$ cat config.mk
export PLATFORM = sky130hd
export DESIGN_NAME = seg_tlb
export DESIGN_NICKNAME = d
export VERILOG_FILES = /design/src/rtl/seg_tlb_pkg.sv /design/src/rtl/seg_file.sv /design/src/rtl/tlb_cam.sv /design/src/rtl/walk_ctrl.sv /design/src/rtl/seg_tlb.sv
export SDC_FILE = /design/constraint.sdc
export NUM_CORES = 1
export LEC_CHECK = 0
export ABC_AREA = 1
export BUFFER_PORTS_ARGS = -buffer_cell sky130_fd_sc_hd__clkbuf_2
export CAP_MARGIN = 20
export CORE_MARGIN = 4
export CORE_UTILIZATION = 30
export CTS_CLUSTER_DIAMETER = 60
export DETAILED_ROUTE_END_ITERATION = 10
export PLACE_DENSITY = 0.47
export SETUP_SLACK_MARGIN = 0.5
export SYNTH_ARGS = -nofsm -noshare
export SYNTH_HDL_FRONTEND = slang
export SYNTH_SLANG_ARGS = --single-unit
$ cat constraint.sdc
create_clock -name clk -period 2.8 [get_ports clk]
set_input_delay 0.28 -clock clk [delete_from_list [all_inputs] [get_ports clk]]
set_output_delay 0.28 -clock clk [all_outputs]
set_load 0.02 [all_outputs]
$ cat src/rtl/seg_tlb_pkg.sv
package seg_tlb_pkg;
  typedef enum logic [1:0] {
    WALK_IDLE  = 2'd0,
    WALK_REQ   = 2'd1,
    WALK_WAIT  = 2'd2
  } walk_state_e;
endpackage

$ cat src/rtl/seg_file.sv
// Segment registers holding global selectors, plus the global descriptor
// table that supplies each selector's page directory pointer.
module seg_file #(
  parameter int NSEG  = 4,
  parameter int SEL_W = 4,
  parameter int PDP_W = 6,
  localparam int SEG_IDX_W = (NSEG > 1) ? $clog2(NSEG) : 1,
  localparam int NDSC = 1 << SEL_W
) (
  input  logic                 clk,
  input  logic                 rst_n,
  input  logic                 seg_wr_en,
  input  logic [SEG_IDX_W-1:0] seg_wr_idx,
  input  logic [SEL_W-1:0]     seg_wr_sel,
  input  logic                 dsc_wr_en,
  input  logic [SEL_W-1:0]     dsc_wr_sel,
  input  logic [PDP_W-1:0]     dsc_wr_pdp,
  input  logic [SEG_IDX_W-1:0] rd_idx,
  output logic [SEL_W-1:0]     rd_sel,
  output logic [PDP_W-1:0]     rd_pdp
);
  logic [SEL_W-1:0] seg_q [NSEG];
  logic [PDP_W-1:0] dsc_q [NDSC];

  for (genvar s = 0; s < NSEG; s++) begin : g_seg
    logic seg_en;
    assign seg_en = seg_wr_en && (seg_wr_idx == SEG_IDX_W'(s));
    always_ff @(posedge clk or negedge rst_n) begin
      if (!rst_n)      seg_q[s] <= '0;
      else if (seg_en) seg_q[s] <= seg_wr_sel;
    end
  end

  for (genvar d = 0; d < NDSC; d++) begin : g_dsc
    logic dsc_en;
    assign dsc_en = dsc_wr_en && (dsc_wr_sel == SEL_W'(d));
    always_ff @(posedge clk or negedge rst_n) begin
      if (!rst_n)      dsc_q[d] <= '0;
      else if (dsc_en) dsc_q[d] <= dsc_wr_pdp;
    end
  end

  assign rd_sel = seg_q[rd_idx];
  assign rd_pdp = dsc_q[rd_sel];
endmodule

$ cat src/rtl/tlb_cam.sv
// Fully associative store tagged by {global selector, page}; round-robin fill.
module tlb_cam #(
  parameter int ENTRIES = 8,
  parameter int SEL_W   = 4,
  parameter int VPN_W   = 6,
  parameter int PFN_W   = 8,
  localparam int IDX_W  = (ENTRIES > 1) ? $clog2(ENTRIES) : 1
) (
  input  logic             clk,
  input  logic             rst_n,
  input  logic [SEL_W-1:0] lk_sel,
  input  logic [VPN_W-1:0] lk_vpn,
  output logic             lk_hit,
  output logic [PFN_W-1:0] lk_pfn,
  input  logic             fill_en,
  input  logic [SEL_W-1:0] fill_sel,
  input  logic [VPN_W-1:0] fill_vpn,
  input  logic [PFN_W-1:0] fill_pfn,
  input  logic             inv_sel_en,
  input  logic [SEL_W-1:0] inv_sel,
  input  logic             inv_all
);
  logic [ENTRIES-1:0] vld_q, vld_d, hit_vec;
  logic [SEL_W-1:0]   sel_q [ENTRIES];
  logic [VPN_W-1:0]   vpn_q [ENTRIES];
  logic [PFN_W-1:0]   pfn_q [ENTRIES];
  logic [IDX_W-1:0]   rr_q, rr_d;

  for (genvar e = 0; e < ENTRIES; e++) begin : g_ent
    logic slot_fill;
    assign slot_fill  = fill_en && (rr_q == IDX_W'(e));
    assign hit_vec[e] = vld_q[e] && (sel_q[e] == lk_sel) && (vpn_q[e] == lk_vpn);

    always_comb begin
      vld_d[e] = vld_q[e];
      if (inv_all)                                vld_d[e] = 1'b0;
      else if (inv_sel_en && sel_q[e] == inv_sel) vld_d[e] = 1'b0;
      if (slot_fill)                              vld_d[e] = 1'b1;
    end

    always_ff @(posedge clk or negedge rst_n) begin
      if (!rst_n) begin
        sel_q[e] <= '0;
        vpn_q[e] <= '0;
        pfn_q[e] <= '0;
      end else if (slot_fill) begin
        sel_q[e] <= fill_sel;
        vpn_q[e] <= fill_vpn;
        pfn_q[e] <= fill_pfn;
      end
    end
  end

  always_comb begin
    lk_pfn = '0;
    for (int e = 0; e < ENTRIES; e++)
      if (hit_vec[e]) lk_pfn = lk_pfn | pfn_q[e];
  end
  assign lk_hit = |hit_vec;

  always_comb begin
    rr_d = rr_q;
    if (fill_en) rr_d = (rr_q == IDX_W'(ENTRIES - 1)) ? '0 : rr_q + 1'b1;
  end

  always_ff @(posedge clk or negedge rst_n) begin
    if (!rst_n) begin
      vld_q <= '0;
      rr_q  <= '0;
    end else begin
      vld_q <= vld_d;
      rr_q  <= rr_d;
    end
  end

  // fills only happen on a miss, so a tag never sits in two slots
  a_r8_single_match: assert property (@(posedge clk) disable iff (!rst_n)
    $onehot0(hit_vec));
  // a full invalidate leaves nothing valid unless a fill lands with it
  a_r10_clear_all: assert property (@(posedge clk) disable iff (!rst_n)
    inv_all && !fill_en |=> vld_q == '0);
endmodule

$ cat src/rtl/walk_ctrl.sv
// Lookup acceptance, hit response and single-level page table walk.
module walk_ctrl
  import seg_tlb_pkg::*;
#(
  parameter int SEL_W = 4,
  parameter int VPN_W = 6,
  parameter int OFF_W = 6,
  parameter int PFN_W = 8,
  parameter int PDP_W = 6,
  localparam int PA_W    = PFN_W + OFF_W,
  localparam int MADDR_W = PDP_W + VPN_W,
  localparam int PTE_W   = PFN_W + 1
) (
  input  logic               clk,
  input  logic               rst_n,
  input  logic               req_valid,
  output logic               req_ready,
  input  logic [VPN_W-1:0]   req_vpn,
  input  logic [OFF_W-1:0]   req_off,
  input  logic [SEL_W-1:0]   cur_sel,
  input  logic [PDP_W-1:0]   cur_pdp,
  input  logic               lk_hit,
  input  logic [PFN_W-1:0]   lk_pfn,
  output logic               rsp_valid,
  output logic [PA_W-1:0]    rsp_pa,
  output logic               rsp_fault,
  output logic               mem_req_valid,
  input  logic               mem_req_ready,
  output logic [MADDR_W-1:0] mem_req_addr,
  input  logic               mem_rsp_valid,
  input  logic [PTE_W-1:0]   mem_rsp_data,
  output logic               fill_en,
  output logic [SEL_W-1:0]   fill_sel,
  output logic [VPN_W-1:0]   fill_vpn,
  output logic [PFN_W-1:0]   fill_pfn
);
  walk_state_e       st_q, st_d;
  logic [SEL_W-1:0]  sel_q;
  logic [VPN_W-1:0]  vpn_q;
  logic [OFF_W-1:0]  off_q;
  logic [PDP_W-1:0]  pdp_q;
  logic              rv_q, rv_d;
  logic [PA_W-1:0]   pa_q, pa_d;
  logic              flt_q, flt_d;
  logic              accept, cap_en, pte_ok, walk_done;

  assign req_ready = (st_q == WALK_IDLE);
  assign accept    = req_valid && req_ready;
  assign cap_en    = accept && !lk_hit;
  assign pte_ok    = mem_rsp_data[PFN_W];
  assign walk_done = (st_q == WALK_WAIT) && mem_rsp_valid;

  always_comb begin
    st_d = st_q;
    unique case (st_q)
      WALK_IDLE: if (cap_en)        st_d = WALK_REQ;
      WALK_REQ:  if (mem_req_ready) st_d = WALK_WAIT;
      WALK_WAIT: if (mem_rsp_valid) st_d = WALK_IDLE;
      default:                      st_d = WALK_IDLE;
    endcase
  end

  always_comb begin
    rv_d  = 1'b0;
    pa_d  = pa_q;
    flt_d = flt_q;
    if (accept && lk_hit) begin
      rv_d  = 1'b1;
      pa_d  = {lk_pfn, req_off};
      flt_d = 1'b0;
    end else if (walk_done) begin
      rv_d  = 1'b1;
      pa_d  = pte_ok ? {mem_rsp_data[PFN_W-1:0], off_q} : '0;
      flt_d = !pte_ok;
    end
  end

  always_ff @(posedge clk or negedge rst_n) begin
    if (!rst_n) begin
      st_q  <= WALK_IDLE;
      rv_q  <= 1'b0;
      pa_q  <= '0;
      flt_q <= 1'b0;
    end else begin
      st_q <= st_d;
      rv_q <= rv_d;
      if (rv_d) begin
        pa_q  <= pa_d;
        flt_q <= flt_d;
      end
    end
  end

  always_ff @(posedge clk or negedge rst_n) begin
    if (!rst_n) begin
      sel_q <= '0;
      vpn_q <= '0;
      off_q <= '0;
      pdp_q <= '0;
    end else if (cap_en) begin
      sel_q <= cur_sel;
      vpn_q <= req_vpn;
      off_q <= req_off;
      pdp_q <= cur_pdp;
    end
  end

  assign rsp_valid     = rv_q;
  assign rsp_pa        = pa_q;
  assign rsp_fault     = flt_q;
  assign mem_req_valid = (st_q == WALK_REQ);
  assign mem_req_addr  = {pdp_q, vpn_q};
  assign fill_en       = walk_done && pte_ok;
  assign fill_sel      = sel_q;
  assign fill_vpn      = vpn_q;
  assign fill_pfn      = mem_rsp_data[PFN_W-1:0];

  // a pending page table read keeps its request and address
  a_r5_req_hold: assert property (@(posedge clk) disable iff (!rst_n)
    mem_req_valid && !mem_req_ready |=> mem_req_valid && $stable(mem_req_addr));
  // no new lookup while a read is outstanding
  a_r11_one_outstanding: assert property (@(posedge clk) disable iff (!rst_n)
    mem_req_valid |-> !req_ready);
endmodule

$ cat src/rtl/seg_tlb.sv
module seg_tlb #(
  parameter int NSEG    = 4,
  parameter int SEL_W   = 4,
  parameter int VPN_W   = 6,
  parameter int OFF_W   = 6,
  parameter int PFN_W   = 8,
  parameter int PDP_W   = 6,
  parameter int ENTRIES = 8,
  localparam int SEG_IDX_W = (NSEG > 1) ? $clog2(NSEG) : 1,
  localparam int PA_W      = PFN_W + OFF_W,
  localparam int MADDR_W   = PDP_W + VPN_W,
  localparam int PTE_W     = PFN_W + 1
) (
  input  logic                 clk,
  input  logic                 rst_n,
  input  logic                 seg_wr_en,
  input  logic [SEG_IDX_W-1:0] seg_wr_idx,
  input  logic [SEL_W-1:0]     seg_wr_sel,
  input  logic                 dsc_wr_en,
  input  logic [SEL_W-1:0]     dsc_wr_sel,
  input  logic [PDP_W-1:0]     dsc_wr_pdp,
  input  logic                 inv_sel_en,
  input  logic [SEL_W-1:0]     inv_sel,
  input  logic                 inv_all,
  input  logic                 req_valid,
  output logic                 req_ready,
  input  logic [SEG_IDX_W-1:0] req_seg,
  input  logic [VPN_W-1:0]     req_vpn,
  input  logic [OFF_W-1:0]     req_off,
  output logic                 rsp_valid,
  output logic [PA_W-1:0]      rsp_pa,
  output logic                 rsp_fault,
  output logic                 mem_req_valid,
  input  logic                 mem_req_ready,
  output logic [MADDR_W-1:0]   mem_req_addr,
  input  logic                 mem_rsp_valid,
  input  logic [PTE_W-1:0]     mem_rsp_data
);
  logic [SEL_W-1:0] cur_sel;
  logic [PDP_W-1:0] cur_pdp;
  logic             lk_hit;
  logic [PFN_W-1:0] lk_pfn;
  logic             fill_en;
  logic [SEL_W-1:0] fill_sel;
  logic [VPN_W-1:0] fill_vpn;
  logic [PFN_W-1:0] fill_pfn;

  seg_file #(.NSEG(NSEG), .SEL_W(SEL_W), .PDP_W(PDP_W)) u_segs (
    .clk(clk), .rst_n(rst_n),
    .seg_wr_en(seg_wr_en), .seg_wr_idx(seg_wr_idx), .seg_wr_sel(seg_wr_sel),
    .dsc_wr_en(dsc_wr_en), .dsc_wr_sel(dsc_wr_sel), .dsc_wr_pdp(dsc_wr_pdp),
    .rd_idx(req_seg), .rd_sel(cur_sel), .rd_pdp(cur_pdp)
  );

  tlb_cam #(.ENTRIES(ENTRIES), .SEL_W(SEL_W), .VPN_W(VPN_W), .PFN_W(PFN_W)) u_cam (
    .clk(clk), .rst_n(rst_n),
    .lk_sel(cur_sel), .lk_vpn(req_vpn), .lk_hit(lk_hit), .lk_pfn(lk_pfn),
    .fill_en(fill_en), .fill_sel(fill_sel), .fill_vpn(fill_vpn), .fill_pfn(fill_pfn),
    .inv_sel_en(inv_sel_en), .inv_sel(inv_sel), .inv_all(inv_all)
  );

  walk_ctrl #(.SEL_W(SEL_W), .VPN_W(VPN_W), .OFF_W(OFF_W), .PFN_W(PFN_W),
              .PDP_W(PDP_W)) u_walk (
    .clk(clk), .rst_n(rst_n),
    .req_valid(req_valid), .req_ready(req_ready),
    .req_vpn(req_vpn), .req_off(req_off),
    .cur_sel(cur_sel), .cur_pdp(cur_pdp),
    .lk_hit(lk_hit), .lk_pfn(lk_pfn),
    .rsp_valid(rsp_valid), .rsp_pa(rsp_pa), .rsp_fault(rsp_fault),
    .mem_req_valid(mem_req_valid), .mem_req_ready(mem_req_ready),
    .mem_req_addr(mem_req_addr),
    .mem_rsp_valid(mem_rsp_valid), .mem_rsp_data(mem_rsp_data),
    .fill_en(fill_en), .fill_sel(fill_sel), .fill_vpn(fill_vpn), .fill_pfn(fill_pfn)
  );

  // a hit answers in the next cycle and touches no memory
  a_r2_hit_next_cycle: assert property (@(posedge clk) disable iff (!rst_n)
    req_valid && req_ready && lk_hit |=> rsp_valid && !mem_req_valid);
  // a faulting response carries a zero address
  a_r7_fault_zero_pa: assert property (@(posedge clk) disable iff (!rst_n)
    rsp_valid && rsp_fault |-> rsp_pa == '0);
endmodule

==> flow_summary.yaml, run 1 <==
drt:
  firstDrtPassIters: 8
  ant_nets: 0
  routedWlPerCell_um: 19.2
  vias: 14300
  drt-initial-drc-count: 1206
  route.detailed.drc: 0
  via_per_inst: 5.03
  drt-total-wl_mm: 54.5
critical_path:
  slowest_delay_ns: 0.39
  crit_chain: "nand2_1 -> nand3_4 -> nand2_8 -> buf_12 -> inv_2 -> buf_12 -> o21ai_0 -> o221ai_1 -> nand3_1 -> nand2_1 -> nand2_1 -> nand2_1"
  end_kind: "flop"
  crit_top_cell: "nand2_1"
  arrival_ns: 2.63
  crit_fanout: 53
  required_ns: 3.23
  timing.rr.start: "u_segs.seg_q[4]$_DFFE_PN0P_"
  cp-start-kind: "flop"
  cp_top_family: "simple AND/OR/NAND/NOR gates"
  criticalPathCategory: "reg2reg"
  cp_slowest_cell: "dfrtp_1"
  cp-startpoint: "u_segs.seg_q[4]$_DFFE_PN0P_"
  critPathBufInv: 3
synthesis:
  yosys.cell_types.count: 40
  synthMuxAreaShare_pct: 0
  async_reset_ff_share_pct: 100
  ys_seq_area_share_pct: 49.0
  synth_adder_area_share_pct: 0.479
  yosys_warnings: 0
  netlist_area_um2: 15700
  synth-edff-count: 0
  synth_top_family_by_area: "simple AND/OR/NAND/NOR gates"
  synth_top_area_cell: "dfrtp_1"
  synthesis.instances: 2015
  synth-compound-area-share_pct: 13.8
  avgSynthCellArea_um2: 7.78
  ys_seq_elements: 307
  syn_nets: 2073
  synth_simple_gate_area_share_pct: 29.1
  synth-main-ff-cell: "dfrtp_1"
  synth_area_leaders: "dfrtp_1 49%, nand2_1 15%, o21ai_0 9.7%"
  synth_top_area_share_pct: 49.0
  synth_xor_area_share_pct: 1.17
status:
  status: "complete, no violations"
global_route:
  track_usage_pct: 19.0
  grt_overflow: 0
  antenna_found_initial: 0
  grt_pass1_vias: 13800
  grt_pass1_wl_mm: 83.7
  grt_start_max_net_pins: 83
finish:
  n_fill_cell: 5448
  multi_input_area_um2: 7220
  fin_cells: 2841
  drive_above_1_share_pct: 14.4
  num_antenna_cells: 0
  syn_to_final_growth_pct: 19.9
  nNetsFinal: 2192
  layout_common_cells: "625 x nand2_1, 307 x dfrtp_1, 303 x o21ai_0"
  regArea_um2: 7680
  layout_commonest_cell: "nand2_1"
hold_path:
  min-delay-start: "seg_wr_sel[2]"
  hp-class: "in2reg"
timing:
  setup_viol: 0
  period_needed_ns: 2.20
  rsz0062_at_grt: "false"
  max_freq_mhz: 455
  finClkSkew_ns: 0.0268
  worst_pin_slew_ns: 0.890
  hold_viol: 0
  period_share_pct: 78.6
  finalSetupTns_ns: 0
  relSlewSlack_pct: 40.4
  drv_slew: 0
die:
  coreArea_um2: 51500
  die_y_um: 237
  rows: 83
  io_pins: 82
  fp.dieW_um: 237
  dieArea_um2: 56000
  initial_utilization_pct: 30.4
clocking:
  root_buffer: "clkbuf_16"
  path_clk_slew_ns: 0.06
  cts_made_buffers: 39
  clock_latency_ns: 0.56
  cts_tree: "yes"
  cts_sinks: 307
  clk_path_buf_depth: 3
  htreeDepth: 2
flow_run:
  drv_cap: 0
placed_design:
  dpl.hpwl_mm: 36.8
  post-place-cells: 2725
  place.gp.congestion: 0.959
  portBuffers: 81
pwr:
  ir_drop_uv: 514
  power.static_leakage_nw: 8.92
  pwr_density_cell_nw_per_um2: 843
[sequential cells by signal (all words and copies together), names as in the netlist, 8 cells and up]
register,count
u_segs.dsc_q,96
u_cam.pfn_q,64
u_cam.vpn_q,48
u_cam.sel_q,32
u_segs.seg_q,16
u_walk.rsp_pa,14
u_cam.vld_q,8
[cell families after synthesis]
logic type      count (synthesis)
simple gates                 1047
buf+inv                       238
flops                         307
xor+xnor                       21
compound gates                396
fa+ha+maj                       6
[worst reg2reg max path, delay by kind of cell, from the launching register on]
family                 cells  cell delay, ns
AOI/OAI and AO/OA          2            0.43
buffers and inverters      3            0.43
DFF                        1            0.39
and+or+nand+nor            7            0.83
[cell type report]
cell class              instances  area share (%)
inverters                     143            2.92
repair buffers                166            6.66
clock inverters                14           0.779
clock buffers                  54            5.81
well taps                     680            4.53
flip-flops and latches        307            40.9
multi-input cells            1477            38.4
[routing by layer]
layer | vias up | GRT usage, % | wire (um) | share of wire [%]
li1 | 6910 | - | - | -
met1 | 6868 | 25.9 | 24200 | 44
met2 | 391 | 31.1 | 25700 | 47
met3 | 109 | 2.50 | 2510 | 4.6
met4 | 0 | 7.13 | 2110 | 3.9
met5 | - | 0 | 0 | 0
[worst paths after layout]
| path | end | depth (start not counted) | slack, ns |
|---|---|---|---|
| worst max-delay path | u_walk.pdp_q[0]$_DFFE_PN0P_ | 12 | 0.60 |
| worst min-delay path | u_segs.seg_q[6]$_DFFE_PN0P_ | 3 | 0.03 |
| worst max register to register | u_walk.pdp_q[0]$_DFFE_PN0P_ | 12 | 0.60 |
| worst min register to register | u_segs.dsc_q[3]$_DFFE_PN0P_ | 2 | 0.48 |
| max in group asynchronous | u_segs.dsc_q[94]$_DFFE_PN0P_ | 3 | 1.62 |
| min in group asynchronous | u_cam.vpn_q[24]$_DFFE_PN0P_ | 2 | 0.27 |
[stage by stage]
step           hold WS, ns  setup WS [ns]  util (%)  instance area, um2  power, mW
2_1_floorplan      -0.0156          0.847         -               15700       9.05
3_3_place_gp         0.293         0.0853      32.7               16900       10.6
3_5_place_dp         0.288        -0.0156      32.7               16900       10.7
4_1_cts            0.00640          0.511      35.9               18500       15.9
5_1_grt             0.0395          0.491      36.5               18800       16.9
6_report            0.0315          0.601      36.5               18800       15.9
[power breakdown]
| group | switching [mW] | internal (mW) |
|---|---|---|
| clock | 2.00 | 2.92 |
| sequential | 0.970 | 5.60 |
| combinational | 2.82 | 1.54 |
[cell usage after synthesis, types with 8 or more instances]
cell,n
o211ai_1,30
nand4_1,48
or2_2,22
buf_4,8
o22ai_1,13
nor2_1,134
nand2_2,11
nand3_2,8
nor2_2,13
clkbuf_1,64
inv_1,132
dfrtp_1,307
xnor2_1,18
nor3_1,8
inv_2,9
a21oi_1,24
buf_2,14
o21ai_0,304
nand2_1,630
nand3b_1,9
nand3_1,149
[what timing repair did]
action,4_1_cts,5_1_grt
gates resized for setup,13,45
hold buffers,21,0
buffers inserted,6,13
hold endpoints to repair,80,0
cloned,2,6
endpoints found under the setup margin,36,39
pin swaps,3,14
Power figures use the tool's default switching activity.
==> inputs of run 2 (changes only) <==
--- a/config.mk
+++ b/config.mk
@@ -12,7 +12,7 @@
 export CORE_UTILIZATION = 30
 export CTS_CLUSTER_DIAMETER = 60
 export DETAILED_ROUTE_END_ITERATION = 10
-export PLACE_DENSITY = 0.47
+export PLACE_DENSITY = 0.49
 export SETUP_SLACK_MARGIN = 0.5
 export SYNTH_ARGS = -nofsm -noshare
 export SYNTH_HDL_FRONTEND = slang
==> constraint.sdc (replaced) <==
create_clock -name clk -period 1.87 [get_ports clk]
set_input_delay 0.187 -clock clk [delete_from_list [all_inputs] [get_ports clk]]
set_output_delay 0.187 -clock clk [all_outputs]
set_load 0.02 [all_outputs]
==> run 2 against run 1 <==
Net effect:
- via count rose by 15%
- worst hold slack better by 0.014 ns
- total power increased by 79%
- the run now ends with negative setup slack left
- wire length increased by 27%
- critical endpoint is now u_walk.fill_vpn[5]$_DFFE_PN0P_
- flip-flop and latch count unchanged
- core utilization is 11 points higher
- register-to-register slack worse by 0.89 ns
- clock power up 57%
- clock skew is 0.0070 ns lower
- sequential power increased by 52%
- non-clock buffer count grew 286
- global-route usage up 4.8 points
==> flow_summary.yaml, run 2 (same netlist as run 1, synthesis figures left out) <==
status:
  status: "finished, violations left"
  violations: "negative setup slack"
hold_path:
  min_to: "u_walk.fill_vpn[1]$_DFFE_PN0P_"
  whs_path_depth: 4
  min-delay-start: "req_vpn[1]"
  hp-class: "in2reg"
finish:
  nNetsFinal: 2483
  num_antenna_cells: 0
  final_util_pct: 47.8
  layout_common_cells: "448 x nand2_1, 302 x dfrtp_1, 199 x buf_4"
  layout_commonest_cell: "nand2_1"
  fin_cells: 3134
  syn_to_final_growth_pct: 57.0
  regMostFlops: "u_segs.dsc_q"
  largestRegisters: "u_segs.dsc_q: 96 flops, u_cam.pfn_q: 64 flops, u_cam.vpn_q: 48 flops"
  n_fill_cell: 4932
  largest_reg_flops: 96
  multi_input_area_um2: 9060
  regArea_um2: 7690
  drive_above_1_share_pct: 39.5
flow_run:
  drv_cap: 0
die:
  fp.dieW_um: 237
  initial_utilization_pct: 30.4
  rows: 83
  die_y_um: 237
  coreArea_um2: 51500
  io_pins: 82
  dieArea_um2: 56000
pwr:
  ir_drop_uv: 674
  power.switching_mw: 10.8
  power.static_leakage_nw: 11.5
  p_int_mw: 17.5
  p_comb_share_pct: 37.4
  p_seq_share_pct: 35.4
  pwr-share-clk_pct: 27.2
  pwr_density_cell_nw_per_um2: 1150
  p_sw_share_pct: 38.3
timing:
  worst_pin_slew_ns: 0.651
  max_freq_mhz: 462
  relSlewSlack_pct: 56.5
  period_share_pct: 116
  finClkSkew_ns: 0.0198
  setup_viol: 61
  rsz0062_at_grt: "true"
  drv_slew: 0
  period_needed_ns: 2.16
  postLayoutSetupSlackWorst_ns: -0.294
  hold_viol: 0
critical_path:
  required_ns: 2.30
  crit_chain: "nand2_2 -> nand3_4 -> nand2_8 -> buf_8 -> nand2_1 -> nand2_1 -> nor2_2 -> nand2_1 -> nand2_1 -> nor2_4 -> nand2_4 -> nor2_4 -> buf_12 -> buf_8 -> o21ai_2"
  crit_top_cell: "nand2_1"
  slowest_delay_ns: 0.38
  crit_fanout: 6
  cp_top_family: "simple AND/OR/NAND/NOR gates"
  critPathBufInv: 3
  arrival_ns: 2.59
  timing.rr.start: "u_segs.seg_q[3]$_DFFE_PN0P_"
  reg2reg_to: "u_walk.fill_vpn[5]$_DFFE_PN0P_"
  criticalPathCategory: "reg2reg"
  reg2reg_depth: 15
  end_kind: "flop"
  r2r_setup_slack_ns: -0.29
  cp_slowest_cell: "dfrtp_1"
  cp-start-kind: "flop"
  crit_cells: 15
drt:
  drt-total-wl_mm: 69.3
  route.detailed.drc: 0
  routedWlPerCell_um: 22.1
  firstDrtPassIters: 5
  ant_nets: 0
  drt-initial-drc-count: 1565
  via_per_inst: 5.24
  vias: 16400
clocking:
  cts_sinks: 307
  root_buffer: "clkbuf_16"
  clock_latency_ns: 0.57
  cts_tree: "yes"
  htreeDepth: 2
  clk_path_buf_depth: 3
  path_clk_slew_ns: 0.06
  cts_made_buffers: 41
placed_design:
  place.gp.congestion: 0.932
  dpl.hpwl_mm: 39.4
  post-place-cells: 2893
  portBuffers: 81
global_route:
  grt_start_max_net_pins: 70
  grt_overflow: 0
  grt_pass1_vias: 16100
  grt_pass1_wl_mm: 103
  track_usage_pct: 23.8
  antenna_found_initial: 2
==> run 2: cell types whose count changed in the layout (fill, tap and decap cells not counted), moves of 25 or more <==
cell     previous run  this run
nand2_2            16       121
o21ai_0           303       131
nor2_1            119        94
nand2_1           625       448
buf_4              52       199
o21ai_2             0       100
nand3_2             6        41
buf_12              9        47
buf_16              0        41
nand3_1           148       101
buf_6               2        53
nand2_4             6        70
o21ai_1             1        73
==> run 2: cell type report <==
| class | instances | area share [%] |
|---|---|---|
| multi-input combinational | 1478 | 36.8 |
| sequential | 307 | 31.2 |
| timing repair buffer | 452 | 20.7 |
| clock buffer | 52 | 4.50 |
| tap | 680 | 3.46 |
| inverter | 143 | 2.34 |
| clock inverter | 20 | 0.814 |
| timing repair inverter | 2 | 0.102 |
==> run 2: repair_timing <==
item | 4_1_cts | 5_1_grt
pin swaps | 50 | 34
hold buffers | 24 | 0
cloned | 49 | 7
buffers inserted | 60 | 29
resized for setup | 404 | 337
endpoints found under the setup margin | 199 | 207
endpoints found under the hold margin | 314 | 0
==> run 2: per-stage QoR <==
stage,setup TNS (ns),power [mW],instance area [um2],setup WS [ns],hold WS (ns)
floorplan,0,13.9,16100,0.0316,-0.109
global placement,-16.78,17.2,18500,-0.480,0.131
detailed placement,-15.94,17.3,18500,-0.456,0.132
CTS,-7.65,27.0,23100,-0.239,0.0155
global route,-14.60,29.7,24600,-0.378,0.0286
finish,-9.12,28.3,24600,-0.294,0.0458
==> run 2: per-layer routing <==
layer  wire length [um]  vias up  global-route usage (%)
met4               3330        4                    10.2
met2              32300      632                    38.6
met5                 21        -                       0
li1                   -     7534                       -
met1              29000     8058                    31.6
met3               4650      186                    3.77
==> run 2: worst register-to-register path: cells and delay by family, from the launching register on <==
family	cells	cell delay [ns]
AOI/OAI and AO/OA	1	0.07
DFF	1	0.38
and+or+nand+nor	11	1.15
buffers and inverters	3	0.43
==> run 2: worst max-delay path by stage <==
stage | from | to | slack [ns]
2_1_floorplan | u_segs.seg_q[3]$_DFFE_PN0P_ | u_walk.rsp_pa[10]$_DFFE_PN0P_ | 0.03
3_3_place_gp | req_vpn[4] | u_walk.pdp_q[2]$_DFFE_PN0P_ | -0.48
3_5_place_dp | req_seg[0] | u_walk.rsp_pa[0]$_DFFE_PN0P_ | -0.46
4_1_cts | u_segs.seg_q[9]$_DFFE_PN0P_ | u_walk.fill_vpn[4]$_DFFE_PN0P_ | -0.24
5_1_grt | u_segs.seg_q[10]$_DFFE_PN0P_ | u_walk.off_q[4]$_DFFE_PN0P_ | -0.38
6_report | u_segs.seg_q[3]$_DFFE_PN0P_ | u_walk.fill_vpn[5]$_DFFE_PN0P_ | -0.29
==> run 2: power groups by stage <==
stage / clock network [mW] / registers [mW] / logic, mW
final: 7.70 / 10.0 / 10.6
after global routing: 8.13 / 10.2 / 11.4
after CTS: 7.87 / 9.79 / 9.35
after detailed placement: 0 / 9.76 / 7.57
after global placement: 0 / 9.74 / 7.48
after floorplan: 0 / 9.63 / 4.28
